**src/rtl/bank_dec_pkg.sv**
```systemverilog
package bank_dec_pkg;
  localparam int unsigned DATA_W = 8;
  localparam int unsigned ADDR_W = 16;
  localparam int unsigned BANK_W = 3;

  typedef enum logic [1:0] {
    REG_NONE = 2'd0,
    REG_RAM  = 2'd1,
    REG_IO   = 2'd2,
    REG_ROM  = 2'd3
  } region_e;
endpackage

```
**src/rtl/bank_hold.sv**
```systemverilog
module bank_hold #(
  parameter int unsigned DATA_W = 8,
  parameter int unsigned BANK_W = 3
) (
  input  logic              phi2_i,
  input  logic              rst_ni,
  input  logic [DATA_W-1:0] data_i,
  output logic [BANK_W-1:0] bank_o
);
  logic [BANK_W-1:0] held_q;

  // capture at the instant the transparent phase ends
  always_ff @(posedge phi2_i or negedge rst_ni) begin
    if (!rst_ni) held_q <= '0;
    else         held_q <= data_i[BANK_W-1:0];
  end

  assign bank_o = phi2_i ? held_q : data_i[BANK_W-1:0];
endmodule

```
**src/rtl/map_decode.sv**
```systemverilog
module map_decode
  import bank_dec_pkg::*;
#(
  parameter int unsigned ADDR_W = 16,
  parameter int unsigned BANK_W = 3,
  parameter int unsigned SLOW_W = 2,
  parameter int unsigned SUB_W  = 2,
  parameter logic [SUB_W-1:0] IO_SUB = '0
) (
  input  logic [ADDR_W-1:0] addr_i,
  input  logic [BANK_W-1:0] bank_i,
  input  logic              valid_i,
  output region_e           region_o,
  output logic              wait_o
);
  localparam int unsigned SLOW_LSB = ADDR_W - SLOW_W;
  localparam int unsigned SUB_LSB  = SLOW_LSB - SUB_W;

  logic bank_zero;
  logic slow_win;
  logic io_hit;

  assign bank_zero = ~|bank_i;
  assign slow_win  = &addr_i[ADDR_W-1:SLOW_LSB];
  assign io_hit    = addr_i[SLOW_LSB-1:SUB_LSB] == IO_SUB;

  always_comb begin
    region_o = REG_NONE;
    if (valid_i) begin
      if (bank_zero && slow_win) region_o = io_hit ? REG_IO : REG_ROM;
      else                       region_o = REG_RAM;
    end
  end

  assign wait_o = valid_i & bank_zero & slow_win;
endmodule

```
**src/rtl/select_drive.sv**
```systemverilog
module select_drive
  import bank_dec_pkg::*;
(
  input  logic    phi2_i,
  input  logic    rwb_i,
  input  region_e region_i,
  output logic    ram_sel_o,
  output logic    io_sel_o,
  output logic    rom_sel_o,
  output logic    ram_rd_o,
  output logic    ram_wr_o
);
  assign ram_sel_o = region_i == REG_RAM;
  assign io_sel_o  = region_i == REG_IO;
  assign rom_sel_o = region_i == REG_ROM;
  assign ram_rd_o  = ram_sel_o & phi2_i & rwb_i;
  assign ram_wr_o  = ram_sel_o & phi2_i & ~rwb_i;
endmodule

```
**src/rtl/banked_addr_decoder.sv**
```systemverilog
module banked_addr_decoder
  import bank_dec_pkg::*;
(
  input  logic                phi2_i,
  input  logic                rst_ni,
  input  logic [DATA_W-1:0]   data_i,
  input  logic [ADDR_W-1:0]   addr_i,
  input  logic                vda_i,
  input  logic                vpa_i,
  input  logic                rwb_i,
  output logic [BANK_W-1:0]   bank_o,
  output logic                ram_sel_o,
  output logic                io_sel_o,
  output logic                rom_sel_o,
  output logic                ram_rd_o,
  output logic                ram_wr_o,
  output logic                wait_req_o
);
  logic    valid;
  region_e region;

  assign valid = vda_i | vpa_i;

  bank_hold #(.DATA_W(DATA_W), .BANK_W(BANK_W)) u_hold (
    .phi2_i (phi2_i),
    .rst_ni (rst_ni),
    .data_i (data_i),
    .bank_o (bank_o)
  );

  map_decode #(.ADDR_W(ADDR_W), .BANK_W(BANK_W)) u_map (
    .addr_i   (addr_i),
    .bank_i   (bank_o),
    .valid_i  (valid),
    .region_o (region),
    .wait_o   (wait_req_o)
  );

  select_drive u_sel (
    .phi2_i    (phi2_i),
    .rwb_i     (rwb_i),
    .region_i  (region),
    .ram_sel_o (ram_sel_o),
    .io_sel_o  (io_sel_o),
    .rom_sel_o (rom_sel_o),
    .ram_rd_o  (ram_rd_o),
    .ram_wr_o  (ram_wr_o)
  );
endmodule

```
**config.mk**
```make
export PLATFORM = sky130hd
export DESIGN_NAME = banked_addr_decoder
export DESIGN_NICKNAME = d
export VERILOG_FILES = /design/src/rtl/bank_dec_pkg.sv /design/src/rtl/bank_hold.sv /design/src/rtl/map_decode.sv /design/src/rtl/select_drive.sv /design/src/rtl/banked_addr_decoder.sv
export SDC_FILE = /design/constraint.sdc
export NUM_CORES = 1
export LEC_CHECK = 0
export BUFFER_PORTS_ARGS = -buffer_cell sky130_fd_sc_hd__buf_2
export CORE_AREA = 4 4 65 67
export DETAILED_ROUTE_END_ITERATION = 8
export DIE_AREA = 0 0 69 71
export PLACE_DENSITY_LB_ADDON = 0.15
export SYNTH_ARGS = -nofsm -noshare
export SYNTH_HDL_FRONTEND = slang
export SYNTH_SLANG_ARGS = --single-unit
export TNS_END_PERCENT = 10
```
**constraint.sdc**
```tcl
create_clock -name phi2_i -period 1.5 [get_ports phi2_i]
set_input_delay 0.3 -clock phi2_i [delete_from_list [all_inputs] [get_ports phi2_i]]
set_output_delay 0.3 -clock phi2_i [all_outputs]
set_load 0.02 [all_outputs]
```
==> results of run 1 <==
[power breakdown]
group          total, mW  leakage (nW)  internal [mW]  switching [mW]
registers         0.0912        0.0350         0.0857         0.00549
logic             0.0477        0.0731         0.0230          0.0248
clock network       1.69         0.302           1.15           0.548
total               1.83         0.410           1.26           0.578
[Yosys cell counts (all sizes together)]
cell type	count	area (µm²)
nor4	1	12.5
dfrtp	3	75.1
mux2	2	22.5
nor2	4	15.0
buf	1	11.3
nor3	3	20.0
o2111ai	1	8.76
inv	1	3.75
mux2i	1	13.8
nand2	1	3.75
nor4b	1	15.0
o2111a	1	11.3
nor3b	1	18.8
[cell usage in the layout (no fill, tap or decap), drive strengths merged]
cell type | Yosys | final
clkbuf | 0 | 22
mux2i | 1 | 1
mux2 | 2 | 2
nor3 | 3 | 3
nor3b | 1 | 1
nor4b | 1 | 1
o2111a | 1 | 1
inv | 1 | 2
nor4 | 1 | 1
clkinv | 0 | 1
buf | 1 | 32
nor2 | 4 | 4
dlygate4sd3 | 0 | 1
dfrtp | 3 | 3
o2111ai | 1 | 1
nand2 | 1 | 1
[layout make-up]
type	count	area (µm²)	area share (%)
clock buffer	40	444	48.1
multi-input combinational	16	218	23.6
timing repair buffer	15	108	11.7
sequential	3	75.1	8.13
tap	48	60.1	6.50
clock inverter	3	18.8	2.03
[worst max-delay path by stage]
stage / startpoint / endpoint / slack, ns
after floorplan: phi2_i / ram_wr_o / -0.46
after global placement: phi2_i / ram_wr_o / -0.36
after detailed placement: phi2_i / ram_wr_o / -0.36
after CTS: phi2_i / ram_wr_o / -1.02
after global routing: phi2_i / ram_wr_o / -0.95
final: phi2_i / ram_wr_o / -0.88
[worst max-delay path, cell delays in order]
cell and delay [ns]:
buf_8 0.10, buf_8 0.12, mux2i_4 0.18, clkbuf_8 0.15
buf_8 0.11, o2111a_2 0.17, buf_8 0.13, nor4b_4 0.19
buf_4 0.17
[cells by family (layout without fill, tap and decap cells)]
group           Yosys count  in the layout  synth area share (%)
mux                       3              3                  15.7
simple gates             11             11                  36.8
buf+inv                   2             58                  6.48
compound gates            2              2                  8.65
flops                     3              3                  32.4
[layer usage]
layer	track usage, %	share of wire (%)	vias up
li1	-	-	185
met1	4.03	35	199
met2	5.72	49	31
met3	13.2	11	10
met4	26.9	4.9	0
met5	0	0	-
[timing repair]
item,CTS,global route
hold endpoints to repair,3,0
setup endpoints to repair,13,13
pin swaps,3,3
gates resized for setup,22,12
buffers inserted,4,0
hold buffers,1,0
[stage by stage]
stage / setup TNS (ns) / instance area [µm²] / power, mW
4_1_cts: -6.77 / 888 / 1.78
3_3_place_gp: -1.88 / 434 / 0.486
3_5_place_dp: -1.88 / 434 / 0.487
2_1_floorplan: -2.59 / 263 / 0.500
5_1_grt: -6.57 / 923 / 1.94
6_report: -6.03 / 923 / 1.83
==> impl_results.md, run 1 <==
- Count of warnings emitted by yosys: 0
- Worst setup EP type: output pin
- Worst slew pin tran: 0.224 ns
- ANT nets after route: 0
- Hold Crit Depth: 1
- Pre-CTS setup slack: -0.364 ns
- GR Overflow Total: 0
- Lkg Pwr: 0.410 nW
- Initial antenna violation count: 0
- Site Rows: 22
- Clk pin slew, worst setup/hold paths: 0.03 ns
- DRC: 0
- Library cells used by synthesis: 14
- Setup-failing EPs final: 13
- Outcome: finished, violations left
- I/O pins: 38
- Vias in the first global route: 732
- Hold Crit Class: in -> reg
- Hold_ws: 0.144 ns
- Worst slew margin: 85.1%
- GRT Util Overall: 9.39%
- Largest register FFs: 3
- Hold Startpoint: data_i[0]
- Syn Area/Cell: 11.0 µm²
- Initial Util: 6.37%
- Setup ws final: -0.876 ns
- Drt wl/cell: 12.1 µm
- Largest regs: u_hold.held_q (3)
- CORE AREA: 3630 µm²
- Final Hold Vio Count: 0
- Worst setup path class: clk -> out
- Vias/cell: 3.40
- HPWL after detailed placement: 713 µm
- PwrDens: 1990 nW/µm²
- Worst vdd ir: 768 µV
- Synth Net Count: 50
- Layout area overhead: 299%
- Drt total wl: 1520 µm
- Port bufs: 20
- Seq/Total Area, Yosys: 32.4%
- Arr. time, crit path: 2.08 ns
- Final net count: 101
- Via count: 425
- Critical path launch point type: clock port
- Largest net degree at the start of global routing: 7
- Synth Register Bits: 3
- Inst Count DP: 91
- Final Slew Violations: 0
- Failing checks: negative setup slack
- Cells after Synth: 21
- CTS tree: built
- Worst EP required: 1.20 ns
- Biggest register: u_hold.held_q
- Initial drt markers: 10
- Final core occ: 25.4%
- Final non-filler cell total: 125
- # Max-Cap Violations: 0
- Share of cells above drive strength 1: 84.4%
- WHS Endpoint: u_hold.held_q[0]
- RSZ-0062 raised after global routing: yes
- N_diodes: 0
- Die Wd: 69 µm
- Drt pass-1 iters: 6
- DIE AREA: 4900 µm²
- CP max FO: 4
- Die height: 71 µm
- Final RePlAce weighted congestion: 0.585
- First-pass GRT wire length: 2460 µm
- # fillers: 403
- Synthesized area: 231 µm²
No activity file was read; power rests on OpenSTA's default activity.
==> run 2, diff against run 1 <==
Settings changed: ABC_AREA set to 1.
==> run 2 against run 1 <==
  * Critical endpoint is now rom_sel_o
  * Die area stayed put
  * Sequential cell count stayed put
  * Sequential power is 3.3% lower
  * Design area is 33% higher
  * The flow still finishes with violations (negative setup slack)
  * Critical path depth is 3 higher
  * Combinational power is 5.0% higher
  * Global-route usage is 0.97 points lower
  * Wire length is 7.1% higher
  * Non-clock buffer count is 1 lower
  * Cell count is 12% higher
  * Power is 100% higher
==> impl_results.md, run 2 <==
- Inst Count DP: 97 (was 91)
- Final net count: 115 (was 101)
- Area contributors post-synth: dfrtp_1, nand2_1, nor2_4, nand2_2, nor2_1 (was dfrtp_1, mux2_2, nor3b_4, nor2_1, nor4b_2)
- Post-synth EDFFs: 0 (unchanged)
- Metal-1 WL: 337 µm (was 537 µm)
- Commonest non-fill, non-tap cells in the layout: buf_8, buf_6, nand2_4, clkbuf_8, buf_4 (was clkbuf_8, buf_4, buf_2, buf_8)
- Initial antenna violation count: 0 (unchanged)
- First-pass GRT wire length: 2390 µm (was 2460 µm)
- Synthesized area: 209 µm² (was 231 µm²)
- Worst EP required: 1.20 ns (about the same)
- HPWL after detailed placement: 665 µm (was 713 µm)
- Area occupied by multi-input gates: 250 µm² (was 218 µm²)
- PwrDens: 3020 nW/µm² (was 1990 nW/µm²)
- Site Rows: 22 (unchanged)
- Failing checks: negative setup slack (unchanged)
- GRT Util Overall: 8.41% (was 9.39%)
- DIE AREA: 4900 µm² (unchanged)
- Syn Area/Cell: 7.21 µm² (was 11.0 µm²)
- GR Overflow Total: 0 (unchanged)
- DRC: 0 (unchanged)
- Worst vdd ir: 1470 µV (was 768 µV)
- Setup-failing EPs final: 16 (was 13)
- Synth Net Count: 58 (was 50)
- Largest net degree at the start of global routing: 4 (was 7)
- # fillers: 367 (was 403)
- Most numerous cell in the Yosys netlist: nand2_1 (was nor2_1)
- Share of cells above drive strength 1: 88.0% (was 84.4%)
- RSZ-0062 raised after global routing: yes (unchanged)
- Largest register FFs: 3 (unchanged)
- Hold Crit Class: in -> reg (unchanged)
- Largest regs: u_hold.held_q (3) (unchanged)
- Lkg Pwr: 0.592 nW (was 0.410 nW)
- Met2 WL post-DR: 809 µm (was 737 µm)
- Seq/Total Area, Yosys: 35.9% (was 32.4%)
- Vias/cell: 3.53 (was 3.40)
- Vias in the first global route: 773 (was 732)
- Clk pin slew, worst setup/hold paths: 0.08 ns (was 0.03 ns)
- I/O pins: 38 (unchanged)
- Count of warnings emitted by yosys: 0 (unchanged)
- Arr. time, crit path: 1.98 ns (was 2.08 ns)
- Synth Flop Type: dfrtp_1 (unchanged)
- Layout area overhead: 488% (was 299%)
- Initial drt markers: 26 (was 10)
- Final non-filler cell total: 140 (was 125)
- Synth Register Bits: 3 (unchanged)
- CORE AREA: 3630 µm² (unchanged)
- Post-synth top area cell: dfrtp_1 (unchanged)
- Worst slew pin tran: 0.258 ns (was 0.224 ns)
- Drt total wl: 1620 µm (was 1520 µm)
- Die height: 71 µm (unchanged)
- Commonest non-fill, non-tap cell in the layout: buf_8 (was clkbuf_8)
- ANT nets after route: 0 (unchanged)
- Drt pass-1 iters: 4 (was 6)
- Library cells used by synthesis: 11 (was 14)
- Final Slew Violations: 0 (unchanged)
- Register Area: 75.1 µm² (unchanged)
- Top cells by count, synth: nand2_1, nor2_1, dfrtp_1, inv_1, nand2_2 (was nor2_1, dfrtp_1, mux2_2, nor3_1)
- Drt wl/cell: 11.6 µm (was 12.1 µm)
- Cells after Synth: 29 (was 21)
- Initial Util: 5.75% (was 6.37%)
- Final RePlAce weighted congestion: 0.706 (was 0.585)
- Worst setup path class: clk -> out (unchanged)
- N_diodes: 0 (unchanged)
- Final Hold Vio Count: 0 (unchanged)
- Worst slew margin: 82.7% (was 85.1%)
- Total power: 3.72 mW (was 1.83 mW)
- Yosys top cell area share: 35.9% (was 32.4%)
- DR WL met3: 364 µm (was 165 µm)
- Biggest register: u_hold.held_q (unchanged)
- Via count: 494 (was 425)
- Outcome: finished, violations left (unchanged)
- Critical path launch point type: clock port (unchanged)
- # Max-Cap Violations: 0 (unchanged)
- CTS tree: built (unchanged)
- Setup ws final: -0.780 ns (was -0.876 ns)
- Post-synthesis async set-or-reset flop share: 100% (unchanged)
- CP max FO: 3 (was 4)
- Die Wd: 69 µm (unchanged)
- Port bufs: 20 (unchanged)
- Worst setup EP type: output pin (unchanged)
- Max layer used: met4 (unchanged)
run 2: worst paths after layout:
check / startpoint / end / slack, ns / cells past startpoint
max: phi2_i / rom_sel_o / -0.78 / 12
max in group asynchronous: rst_ni / u_hold.held_q[2] / 1.04 / 2
min in group asynchronous: rst_ni / u_hold.held_q[1] / 0.21 / 2
min: data_i[2] / u_hold.held_q[2] / 0.13 / 1
run 2: worst max-delay path, stage by stage:
cell,delay (ns)
buf_8,0.11
buf_8,0.12
nand2_4,0.06
nand2_4,0.05
buf_8,0.11
nor2_4,0.12
buf_8,0.12
nand3_4,0.08
buf_8,0.13
buf_8,0.11
nor2_4,0.10
buf_6,0.12
run 2: where the power goes:
| part | switching, mW | leakage, nW | total, mW | internal, mW |
|---|---|---|---|---|
| combinational | 0.0200 | 0.0910 | 0.0501 | 0.0300 |
| clock | 1.26 | 0.466 | 3.58 | 2.32 |
| sequential | 0.00321 | 0.0350 | 0.0882 | 0.0849 |
| total | 1.28 | 0.592 | 3.72 | 2.44 |
run 2: layer usage:
| layer | vias up | track usage (%) |
|---|---|---|
| met5 | - | 0 |
| met4 | 0 | 22.3 |
| met3 | 15 | 17.6 |
| met2 | 57 | 4.03 |
| met1 | 213 | 1.76 |
| li1 | 209 | - |
run 2: cell type report:
cell class	count	share of cell area (%)
Sequential cell	3	6.11
Timing Repair Buffer	14	10.4
Clock inverter	10	16.0
Multi-Input combinational cell	22	20.4
Clock buffer	41	41.6
Tap cell	48	4.89
Inverter	2	0.611
run 2: timing repair:
item / 4_1_cts / 5_1_grt
setup endpoints to repair: 18 / 17
pin swaps: 10 / 7
hold buffers: 2 / 1
setup buffers: 6 / 2
hold endpoints to repair: 4 / 1
gates resized for setup: 43 / 16
run 2: logic make-up (layout without fill, tap and decap cells):
logic type / Yosys count / in the layout / synth area share [%]
buffers and inverters: 4 / 67 / 7.18
and+or+nand+nor: 21 / 21 / 53.3
AOI/OAI and AO/OA: 1 / 1 / 3.59
DFF: 3 / 3 / 35.9
run 2: per-stage QoR:
stage	cell area (µm²)	hold slack [ns]	TNS (ns)	worst slack (ns)	utilization, %
2_1_floorplan	288	0.00441	-0.774	-0.165	-
3_3_place_gp	448	0.103	-0.746	-0.189	12.3
3_5_place_dp	448	0.105	-0.746	-0.190	12.3
4_1_cts	1170	0.0230	-5.59	-0.884	32.3
5_1_grt	1230	0.124	-5.72	-0.828	33.8
6_report	1230	0.132	-5.27	-0.780	33.8
